File: config.mk
export PLATFORM = sky130hd
export DESIGN_NAME = coin_out_ctrl
export DESIGN_NICKNAME = d
export VERILOG_FILES = /design/src/rtl/coin_pkg.sv /design/src/rtl/coin_cmd_check.sv /design/src/rtl/coin_chan.sv /design/src/rtl/coin_out_ctrl.sv
export SDC_FILE = /design/constraint.sdc
export NUM_CORES = 1
export LEC_CHECK = 0
export BUFFER_PORTS_ARGS = -buffer_cell sky130_fd_sc_hd__buf_4
export CAP_MARGIN = 10
export CORE_AREA = 8 8 49 51
export CTS_CLUSTER_DIAMETER = 150
export DETAILED_ROUTE_END_ITERATION = 10
export DIE_AREA = 0 0 57 59
export GPL_TIMING_DRIVEN = 0
export PLACE_DENSITY = 0.71
export SLEW_MARGIN = 20
export SYNTH_ARGS = -nofsm -noshare
export SYNTH_HDL_FRONTEND = slang
export SYNTH_HIERARCHICAL = 1
export SYNTH_SLANG_ARGS = --single-unit
File: constraint.sdc
create_clock -name clk -period 1.17 [get_ports clk]
set_clock_uncertainty 0.2 [all_clocks]
set_input_delay 0.234 -clock clk [delete_from_list [all_inputs] [get_ports clk]]
set_output_delay 0.234 -clock clk [all_outputs]
set_load 0.01 [all_outputs]
File: src/rtl/coin_pkg.sv
package coin_pkg;
    localparam int CMD_W = 16;
    localparam int SEL_W = 8;
    localparam int MODE_W = 2;

    typedef enum logic [MODE_W-1:0] {
        MODE_OFF    = 2'd0,
        MODE_SINGLE = 2'd1,
        MODE_TWO    = 2'd2,
        MODE_GPIO   = 2'd3
    } cnt_mode_e;

    localparam logic [SEL_W-1:0] OP_DISABLE = 8'h00;
    localparam logic [SEL_W-1:0] OP_ENABLE  = 8'h01;
endpackage

File: src/rtl/coin_cmd_check.sv
module coin_cmd_check
    import coin_pkg::*;
#(
    parameter int NUM_CNT = 4
) (
    input  logic                      cmd_valid,
    input  logic [CMD_W-1:0]          cmd_word,
    input  logic [MODE_W*NUM_CNT-1:0] cnt_mode,
    input  logic [NUM_CNT-1:0]        out_cap,
    input  logic                      small_variant,
    output logic [NUM_CNT-1:0]        wr,
    output logic                      wr_val,
    output logic                      reject
);
    logic [SEL_W-1:0] sel;
    logic [SEL_W-1:0] op;
    logic             hit;
    logic             cfg_ok;
    logic             op_ok;
    logic [NUM_CNT-1:0] sel_vec;

    assign sel = cmd_word[CMD_W-1:SEL_W];
    assign op  = cmd_word[SEL_W-1:0];

    always_comb begin
        hit     = 1'b0;
        cfg_ok  = 1'b0;
        sel_vec = '0;
        for (int i = 0; i < NUM_CNT; i++) begin
            if (sel == SEL_W'(i + 1)) begin
                hit        = 1'b1;
                sel_vec[i] = 1'b1;
                cfg_ok     = ((cnt_mode[MODE_W*i +: MODE_W] == MODE_SINGLE) ||
                              (cnt_mode[MODE_W*i +: MODE_W] == MODE_TWO)) &&
                             out_cap[i] &&
                             !(small_variant && (i == NUM_CNT - 1));
            end
        end
        op_ok  = (op == OP_DISABLE) || (op == OP_ENABLE);
        reject = cmd_valid && !(hit && op_ok && cfg_ok);
        wr     = (cmd_valid && !reject) ? sel_vec : '0;
        wr_val = (op == OP_ENABLE);
    end
endmodule

File: src/rtl/coin_chan.sv
module coin_chan (
    input  logic clk,
    input  logic rst_n,
    input  logic wr,
    input  logic wr_val,
    input  logic match,
    input  logic run,
    input  logic hold,
    output logic en_o,
    output logic out_o
);
    typedef struct packed {
        logic en;
        logic out;
    } chan_t;

    chan_t st_d, st_q;

    always_comb begin
        st_d = st_q;
        if (wr) st_d.en = wr_val;
        if (run)       st_d.out = st_d.en & match;
        else if (hold) st_d.out = st_q.out & st_d.en;
        else           st_d.out = 1'b0;
    end

    always_ff @(posedge clk or negedge rst_n) begin
        if (!rst_n) st_q <= '0;
        else        st_q <= st_d;
    end

    assign en_o  = st_q.en;
    assign out_o = st_q.out;

    AST_DISABLE_CLEARS: assert property (@(posedge clk) disable iff (!rst_n)
        (wr && !wr_val) |=> !out_o);
    AST_ENABLE_ON_MATCH: assert property (@(posedge clk) disable iff (!rst_n)
        (wr && wr_val && match && run) |=> out_o);
    AST_OUT_NEEDS_EN: assert property (@(posedge clk) disable iff (!rst_n)
        out_o |-> en_o);
    AST_STOP_HOLD: assert property (@(posedge clk) disable iff (!rst_n)
        (!run && hold && !wr) |=> $stable(out_o));
    AST_STOP_OFF: assert property (@(posedge clk) disable iff (!rst_n)
        (!run && !hold) |=> !out_o);
endmodule

File: src/rtl/coin_out_ctrl.sv
module coin_out_ctrl
    import coin_pkg::*;
#(
    parameter int NUM_CNT = 4
) (
    input  logic                      clk,
    input  logic                      rst_n,
    input  logic                      cmd_valid,
    input  logic [CMD_W-1:0]          cmd_word,
    input  logic [MODE_W*NUM_CNT-1:0] cnt_mode,
    input  logic [NUM_CNT-1:0]        out_cap,
    input  logic                      small_variant,
    input  logic [NUM_CNT-1:0]        match_in,
    input  logic                      cpu_run,
    input  logic                      stop_hold,
    output logic [NUM_CNT-1:0]        match_out,
    output logic [NUM_CNT-1:0]        enable_flag,
    output logic                      data_err
);
    typedef struct packed {
        logic err;
    } top_t;

    top_t top_d, top_q;
    logic [NUM_CNT-1:0] wr;
    logic               wr_val;
    logic               reject;

    coin_cmd_check #(.NUM_CNT(NUM_CNT)) u_chk (
        .cmd_valid     (cmd_valid),
        .cmd_word      (cmd_word),
        .cnt_mode      (cnt_mode),
        .out_cap       (out_cap),
        .small_variant (small_variant),
        .wr            (wr),
        .wr_val        (wr_val),
        .reject        (reject)
    );

    for (genvar g = 0; g < NUM_CNT; g++) begin : g_chan
        coin_chan u_chan (
            .clk   (clk),
            .rst_n (rst_n),
            .wr    (wr[g]),
            .wr_val(wr_val),
            .match (match_in[g]),
            .run   (cpu_run),
            .hold  (stop_hold),
            .en_o  (enable_flag[g]),
            .out_o (match_out[g])
        );
    end

    always_comb begin
        top_d = top_q;
        if (cmd_valid) top_d.err = reject;
    end

    always_ff @(posedge clk or negedge rst_n) begin
        if (!rst_n) top_q <= '0;
        else        top_q <= top_d;
    end

    assign data_err = top_q.err;

    AST_REJECT_KEEPS: assert property (@(posedge clk) disable iff (!rst_n)
        (cmd_valid && reject) |=> $stable(enable_flag));
    AST_REJECT_FLAGS: assert property (@(posedge clk) disable iff (!rst_n)
        (cmd_valid && reject) |=> data_err);
    AST_ACCEPT_CLEARS: assert property (@(posedge clk) disable iff (!rst_n)
        (cmd_valid && !reject) |=> !data_err);
    AST_SINGLE_TARGET: assert property (@(posedge clk) disable iff (!rst_n)
        $onehot0(wr));
    AST_ERR_HOLD: assert property (@(posedge clk) disable iff (!rst_n)
        !cmd_valid |=> $stable(data_err));
endmodule

Word-level counts from Yosys, hierarchy flattened

Cells that the tools add are included.

Equal/unequal tests: 13
Multiplexer cells: 24
Bitwise operators: 8
Reductions and logical operators: 18

Operators with widths:

| cell                                                             | count |
|---|---|
| 1-bit 2-to-1 mux                                                 | 23 |
| 8-bit by 1-bit == test with 1-bit output (second input constant) | 2 |
| 8-bit by 2-bit == test with 1-bit output (second input constant) | 2 |
| 1-bit logical AND                                                | 9 |
| 1-bit AND                                                        | 8 |
| 2-bit by 1-bit == test with 1-bit output (second input constant) | 4 |
| 2-bit == test (second input constant)                            | 4 |
| 8-bit by 3-bit == test with 1-bit output (second input constant) | 1 |
| 8-bit zero test                                                  | 1 |
| 1-bit logical OR                                                 | 5 |
| 4-bit 2-to-1 mux                                                 | 1 |
| 1-bit zero test                                                  | 3 |

Register bits: 9
Bits of input ports: 38
Output and inout bits: 9
Word-level logic and storage cells: 72

Logic depth before layout (Yosys ltp)

Gate-level depths: netlist of the first run.

Depth after elaboration: 17
Mapped depth: 6
Depth with buffers taken out: 6

Hierarchy

Netlist of the first run, hierarchy kept.

By module, submodules not included:

| module         | times used | cells an instance | area an instance (um^2) | seq. area each (um^2) |
|---|---|---|---|---|
| coin_chan      | 4          | 6                 | 83.8                    | 50.0 |
| coin_cmd_check | 1          | 28                | 209.0                   | 0.0 |
| coin_out_ctrl  | 1          | 2                 | 40.0                    | 25.0 |

Worst setup path after synthesis of the first run

Ideal clock, no wire load.

Path type: input port to flip-flop
From: in cmd_word[5]
To: reg g_chan[1].u_chan.st_q, in the netlist g_chan[1].u_chan/out_o
Library setup time: 120 ps
Arrival: 1708 ps
Data required time: 850 ps
Path slack: -858 ps
Stages on the path: 6
Path buffers: 0
Cells stage by stage: nor4_2 > nand3_1 > or3b_1 > nor4_1 > mux2_4 > a21boi_1

RTL lines:

| item                 | RTL line           | RTL |
|---|---|---|
| start, declared      | coin_out_ctrl.sv:9 | `input logic [CMD_W-1:0] cmd_word,` |
| end signal, assigned | coin_chan.sv:29    | `else st_q <= st_d;` |
| end, declared        | coin_chan.sv:17    | `chan_t st_d, st_q;` |

==> results.yml, run 1 <==
outcome:
  outcome: "complete, but fails checks"
  violations: "setup timing"
layout:
  n_antenna_cell: 0
  mostFrequentLayoutCell: "buf_4"
  syn2layout_area_growth_pct: 107
  drive_above_1_share_pct: 67.3
  nets: 152
  final_cells: 130
  final_cell_mix: "buf_4, buf_6, dfrtp_1"
critical_path:
  path_delay_family: "simple AND/OR/NAND/NOR gates"
  cp_slowest_cell: "or3b_4"
  max_stage_delay_ns: 0.44
  crit_buf_inv: 1
  crit_arrival_ns: 1.84
  crit_top_cell: "nor4_4"
  required_ns: 1.11
  critical_path.max_fanout: 3
  start_kind: "input pin"
  path_class: "in2reg"
  worstSetupEndpointType: "register"
  crit_chain: "buf_6 > nor4_4 > nand3_2 > or3b_4 > nor4_4 > mux2_4 > a21boi_2"
sta:
  rsz0062_at_grt: "yes"
  maxSlewHeadroom_pct: 80.5
  finalSetupTns_ns: -5.71
  fin_ws_ns: -0.732
  final-setup-viol-count: 18
  slew_violations: 0
  fmax_mhz: 526
  final.period_utilization_pct: 163
  hold_viol_final: 0
  finalCriticalPeriod_ns: 1.90
  tightest_slew_ns: 0.293
routing:
  route.detailed.drc: 0
  routedWlPerCell_um: 15.1
  ant_nets: 0
  wl_um: 1960
  num_vias: 658
  drt_first_pass_iters: 2
  drtIter0Drc: 7
  via_per_inst: 5.06
yosys:
  synth_top_area_share_pct: 38.5
  synthFlopType: "dfrtp_1"
  yosys.cell_types.count: 25
  ys_warn_count: 6
  synthArstFlopShare_pct: 100
  synth-edff-count: 0
  synth-seq-cells: 9
  synth_cells: 54
  ys_top_cells_by_area: "dfrtp_1, mux2_4, nand3b_1"
  syn_nets: 92
  netlist_area_um2: 584
  synth_top_area_cell: "dfrtp_1"
  synth_seq_area_share_pct: 38.5
  syn_avg_cell_area_um2: 10.8
pwr:
  leakagePower_nw: 0.559
  swShare_pct: 23.5
  power_switching_w: 0.000182
  pwr_density_cell_nw_per_um2: 637
  peakVddDrop_v: 0.000347
  power_frac_comb_pct: 29.5
  p_int_w: 0.000590
  p_seq_share_pct: 41.1
  p_clk_share_pct: 29.4
floorplan:
  die_h_um: 59
  std_cell_rows: 15
  start_util_pct: 35.4
  core_area_um2: 1650
  ioPinCount: 47
  die_area_um2: 3360
  die_w_um: 57
placement:
  portBuffers: 46
  place_congestion: 0.716
  dp.cells: 117
  dp_hpwl_um: 1580
clock_tree:
  clk_pin_slew_ns: 0.06
  htreeDepth: 1
  clock_sinks: 9
  root_buffer: "clkbuf_4"
  clock_path_buffers: 2
  clk_latency_ns: 0.25
  numCtsBuffers: 3
  cts_tree: "done"
global_routing:
  grt_usage_pct: 11.1
  grt_max_degree: 10
  gr-total-overflow: 0
  antenna_found_initial: 0
  grt_pass1_vias: 726
  grt_pass1_wl_um: 3120
flow_run:
  cap_violations: 0
worst_hold_path:
  min_path_type: "in2reg"
-- Yosys cell counts, drive strengths merged, types with 2 or more instances --
cell type / instances
nand2b: 2
a21boi: 4
xor2: 3
nor4: 4
nand2: 4
mux2: 5
nand3b: 7
dfrtp: 9
-- power by group through the flow --
| stage | registers (W) | clock network [W] | logic, W |
|---|---|---|---|
| CTS | 0.000317 | 0.000237 | 0.000221 |
| detailed placement | 0.000323 | 0 | 0.000187 |
| global placement | 0.000323 | 0 | 0.000183 |
| finish | 0.000317 | 0.000227 | 0.000227 |
| global route | 0.000318 | 0.000250 | 0.000242 |
| floorplan | 0.000324 | 0 | 0.0000524 |
-- worst reg2reg max path, cell delays in order (launching register included) --
cell      delay [ns]
dfrtp_1         0.40
mux2_4          0.28
a21boi_2        0.15
-- cell type report --
cell class,instances,area [um^2]
clock buffers,4,26.3
fillers,117,439
inverters,1,3.75
multi-input cells,44,460
flip-flops and latches,9,225
well taps,17,21.3
repair buffers,55,475
-- through the flow --
step           instance area (um^2)  hold slack [ns]  utilization [%]  setup WS, ns  power (W)
6_report                       1210           0.0295             73.4        -0.732   0.000772
5_1_grt                        1210           0.0383             73.4        -0.772   0.000809
3_3_place_gp                    997           -0.139             60.4        -0.991   0.000505
2_1_floorplan                   631           -0.262                -        -0.794   0.000376
3_5_place_dp                    997           -0.136             60.4         -1.02   0.000510
4_1_cts                        1180           0.0245             71.4        -0.682   0.000776
-- path summary, 6_finish.rpt --
check,depth (start not counted),endpoint,start,slack [ns]
max,7,g_chan[0].u_chan/out_o$_DFF_PN0_,cmd_word[5],-0.73
min,3,g_chan[3].u_chan/out_o$_DFF_PN0_,match_in[3],0.03
max reg2reg,2,g_chan[0].u_chan/out_o$_DFF_PN0_,g_chan[0].u_chan/en_o$_DFF_PN0_,0.04
min reg2reg,1,g_chan[1].u_chan/en_o$_DFF_PN0_,g_chan[1].u_chan/en_o$_DFF_PN0_,0.35
max in group asynchronous,2,g_chan[3].u_chan/out_o$_DFF_PN0_,rst_n,0.50
min in group asynchronous,2,data_err$_DFFE_PN0P_,rst_n,0.14
-- layer usage --
layer,track usage (%),share of wire (%),vias up,wire (um)
li1,-,-,323,-
met4,3.36,0,0,0
met5,0,0,-,0
met1,11.5,37,304,722
met3,4.72,9.5,0,186
met2,19.7,54,31,1050
-- logic make-up (layout without fill, tap and decap cells) --
group           Yosys count  in the layout  share of synthesized area, %
flops                     9              9                          38.5
mux                       5              5                          12.8
simple gates             26             26                          30.2
compound gates            9              9                          11.8
buf+inv                   1             60                         0.642
xor+xnor                  4              4                          6.00
-- flip-flops by register name, indices dropped and copies added, names as in the netlist --
signal               count
data_err                 1
g_chan.u_chan/en_o       4
g_chan.u_chan/out_o      4
-- repair_timing --
item,CTS,global route
hold buffers,1,0
pin swaps,5,2
setup buffers,5,3
gates resized for setup,24,3
endpoints found under the setup margin,18,18
endpoints found under the hold margin,9,0
Power figures use the tool's default switching activity.
==> inputs of run 2 (changes only) <==
CTS_BUF_LIST = sky130_fd_sc_hd__clkbuf_16   (was not set)
==> run 2 against run 1 <==
Against the previous run:
- the flow still finishes with violations (setup timing)
- worst hold slack improved by 0.024 ns
- die area unchanged
- cell area increased by 4.4%
- wire length increased by 6.3%
- sequential cell count unchanged
- critical path depth unchanged
- sequential power about the same
- maximum frequency decreased by 1.1%
==> results.yml, run 2 (synthesis results as in run 1) <==
outcome:
  outcome: "complete, but fails checks"
  violations: "setup timing"
clock_tree:
  htreeDepth: 1
  numCtsBuffers: 3
  clock_path_buffers: 2
  clk_pin_slew_ns: 0.04
  cts_tree: "done"
  clock_sinks: 9
  root_buffer: "clkbuf_16"
  clk_latency_ns: 0.23
flow_run:
  cap_violations: 0
critical_path:
  r2r-start: "g_chan[0].u_chan/en_o$_DFF_PN0_"
  crit_arrival_ns: 1.84
  rrSetupSlack_ns: 0.04
  r2r-end: "g_chan[0].u_chan/out_o$_DFF_PN0_"
  start_kind: "input pin"
  worstSetupEndpointType: "register"
  required_ns: 1.09
  path_class: "in2reg"
  critical_path.max_fanout: 3
  r2r_cells: 2
global_routing:
  antenna_found_initial: 0
  gr-total-overflow: 0
  grt_max_degree: 10
  grt_usage_pct: 12.2
  grt_pass1_wl_um: 3360
  grt_pass1_vias: 751
routing:
  route.detailed.drc: 0
  routedWlPerCell_um: 16.0
  wl_um: 2080
  ant_nets: 0
  drt_first_pass_iters: 4
  num_vias: 656
  drtIter0Drc: 9
  via_per_inst: 5.05
sta:
  rsz0062_at_grt: "yes"
  maxSlewHeadroom_pct: 80.4
  finalCriticalPeriod_ns: 1.92
  fin_ws_ns: -0.753
  tightest_slew_ns: 0.294
  slew_violations: 0
  hold_viol_final: 0
  fmax_mhz: 520
  final.period_utilization_pct: 164
  final-setup-viol-count: 16
  worst_hold_slack_ns: 0.0531
pwr:
  p_seq_share_pct: 28.1
  p_int_w: 0.000907
  swShare_pct: 20.1
  fin_total_pwr_w: 0.00113
  peakVddDrop_v: 0.000601
  power_frac_comb_pct: 20.1
  p_clk_share_pct: 51.8
  pwr_density_cell_nw_per_um2: 896
  power_switching_w: 0.000228
  leakagePower_nw: 0.585
placement:
  portBuffers: 46
  dp_worst_setup_slack_ns: -1.02
  dp_hpwl_um: 1580
  place_congestion: 0.716
layout:
  syn2layout_area_growth_pct: 117
  final_cell_mix: "buf_4, buf_6, dfrtp_1"
  seqCellArea_um2: 225
  n_antenna_cell: 0
  mostFrequentLayoutCell: "buf_4"
  drive_above_1_share_pct: 67.3
  nets: 152
  n_fill_cell: 93
  multi_input_area_um2: 465
floorplan:
  start_util_pct: 35.4
  die_w_um: 57
  std_cell_rows: 15
  ioPinCount: 47
  core_area_um2: 1650
  die_area_um2: 3360
  die_h_um: 59
worst_hold_path:
  min_from: "match_in[0]"
  min_path_type: "in2reg"
  min_to: "g_chan[0].u_chan/out_o$_DFF_PN0_"
  hold_path_depth: 3
==> run 2: layout make-up <==
type / count / area share (%)
Clock inverter: 1 / 0.296
Clock buffer: 3 / 5.93
Tap cell: 17 / 1.68
Inverter: 1 / 0.296
Sequential cell: 9 / 17.8
Multi-Input combinational cell: 44 / 36.8
Timing Repair Buffer: 55 / 37.3
==> run 2: power by group through the flow <==
stage	logic, W	registers [W]	clock network, W
floorplan	0.0000524	0.000324	0
global placement	0.000183	0.000323	0
detailed placement	0.000187	0.000323	0
CTS	0.000222	0.000319	0.000596
global route	0.000242	0.000319	0.000615
finish	0.000229	0.000319	0.000587
==> run 2: per-layer routing <==
| layer | wire [um] | global-route usage (%) | vias to the layer above |
|---|---|---|---|
| li1 | - | - | 323 |
| met1 | 791 | 12.2 | 300 |
| met2 | 1120 | 21.7 | 33 |
| met3 | 170 | 5.15 | 0 |
| met4 | 0 | 5.03 | 0 |
| met5 | 0 | 0 | - |
==> run 2: metrics by stage <==
| step | cells | utilization [%] | instance area [um^2] | setup TNS, ns |
|---|---|---|---|---|
| CTS | 127 | 74.6 | 1230 | -5.34 |
| floorplan | 54 | - | 631 | -5.97 |
| detailed placement | 117 | 60.4 | 997 | -7.95 |
| finish | 130 | 76.7 | 1270 | -5.78 |
| global placement | 117 | 60.4 | 997 | -7.78 |
| global route | 130 | 76.7 | 1270 | -6.25 |
==> run 2: how the worst max path moves through the flow <==
stage	start	to	slack, ns
final	cmd_word[5]	g_chan[0].u_chan/out_o$_DFF_PN0_	-0.75
after global routing	cmd_word[5]	g_chan[0].u_chan/out_o$_DFF_PN0_	-0.81
after CTS	cmd_word[10]	g_chan[0].u_chan/out_o$_DFF_PN0_	-0.71
after detailed placement	cmd_word[5]	g_chan[1].u_chan/out_o$_DFF_PN0_	-1.02
after global placement	cmd_word[13]	g_chan[1].u_chan/out_o$_DFF_PN0_	-0.99
after floorplan	cmd_word[5]	g_chan[1].u_chan/out_o$_DFF_PN0_	-0.79
==> run 2: timing repair <==
item | CTS | global route
hold buffers | 1 | 0
setup endpoints to repair | 18 | 18
hold endpoints to repair | 9 | 0
resized for setup | 24 | 3
pin swaps | 5 | 2
buffers inserted | 5 | 3
==> run 2: critical path, cell delays in order <==
cell      delay [ns]
buf_6           0.09
nor4_4          0.30
nand3_2         0.12
or3b_4          0.44
nor4_4          0.17
mux2_4          0.33
a21boi_2        0.15
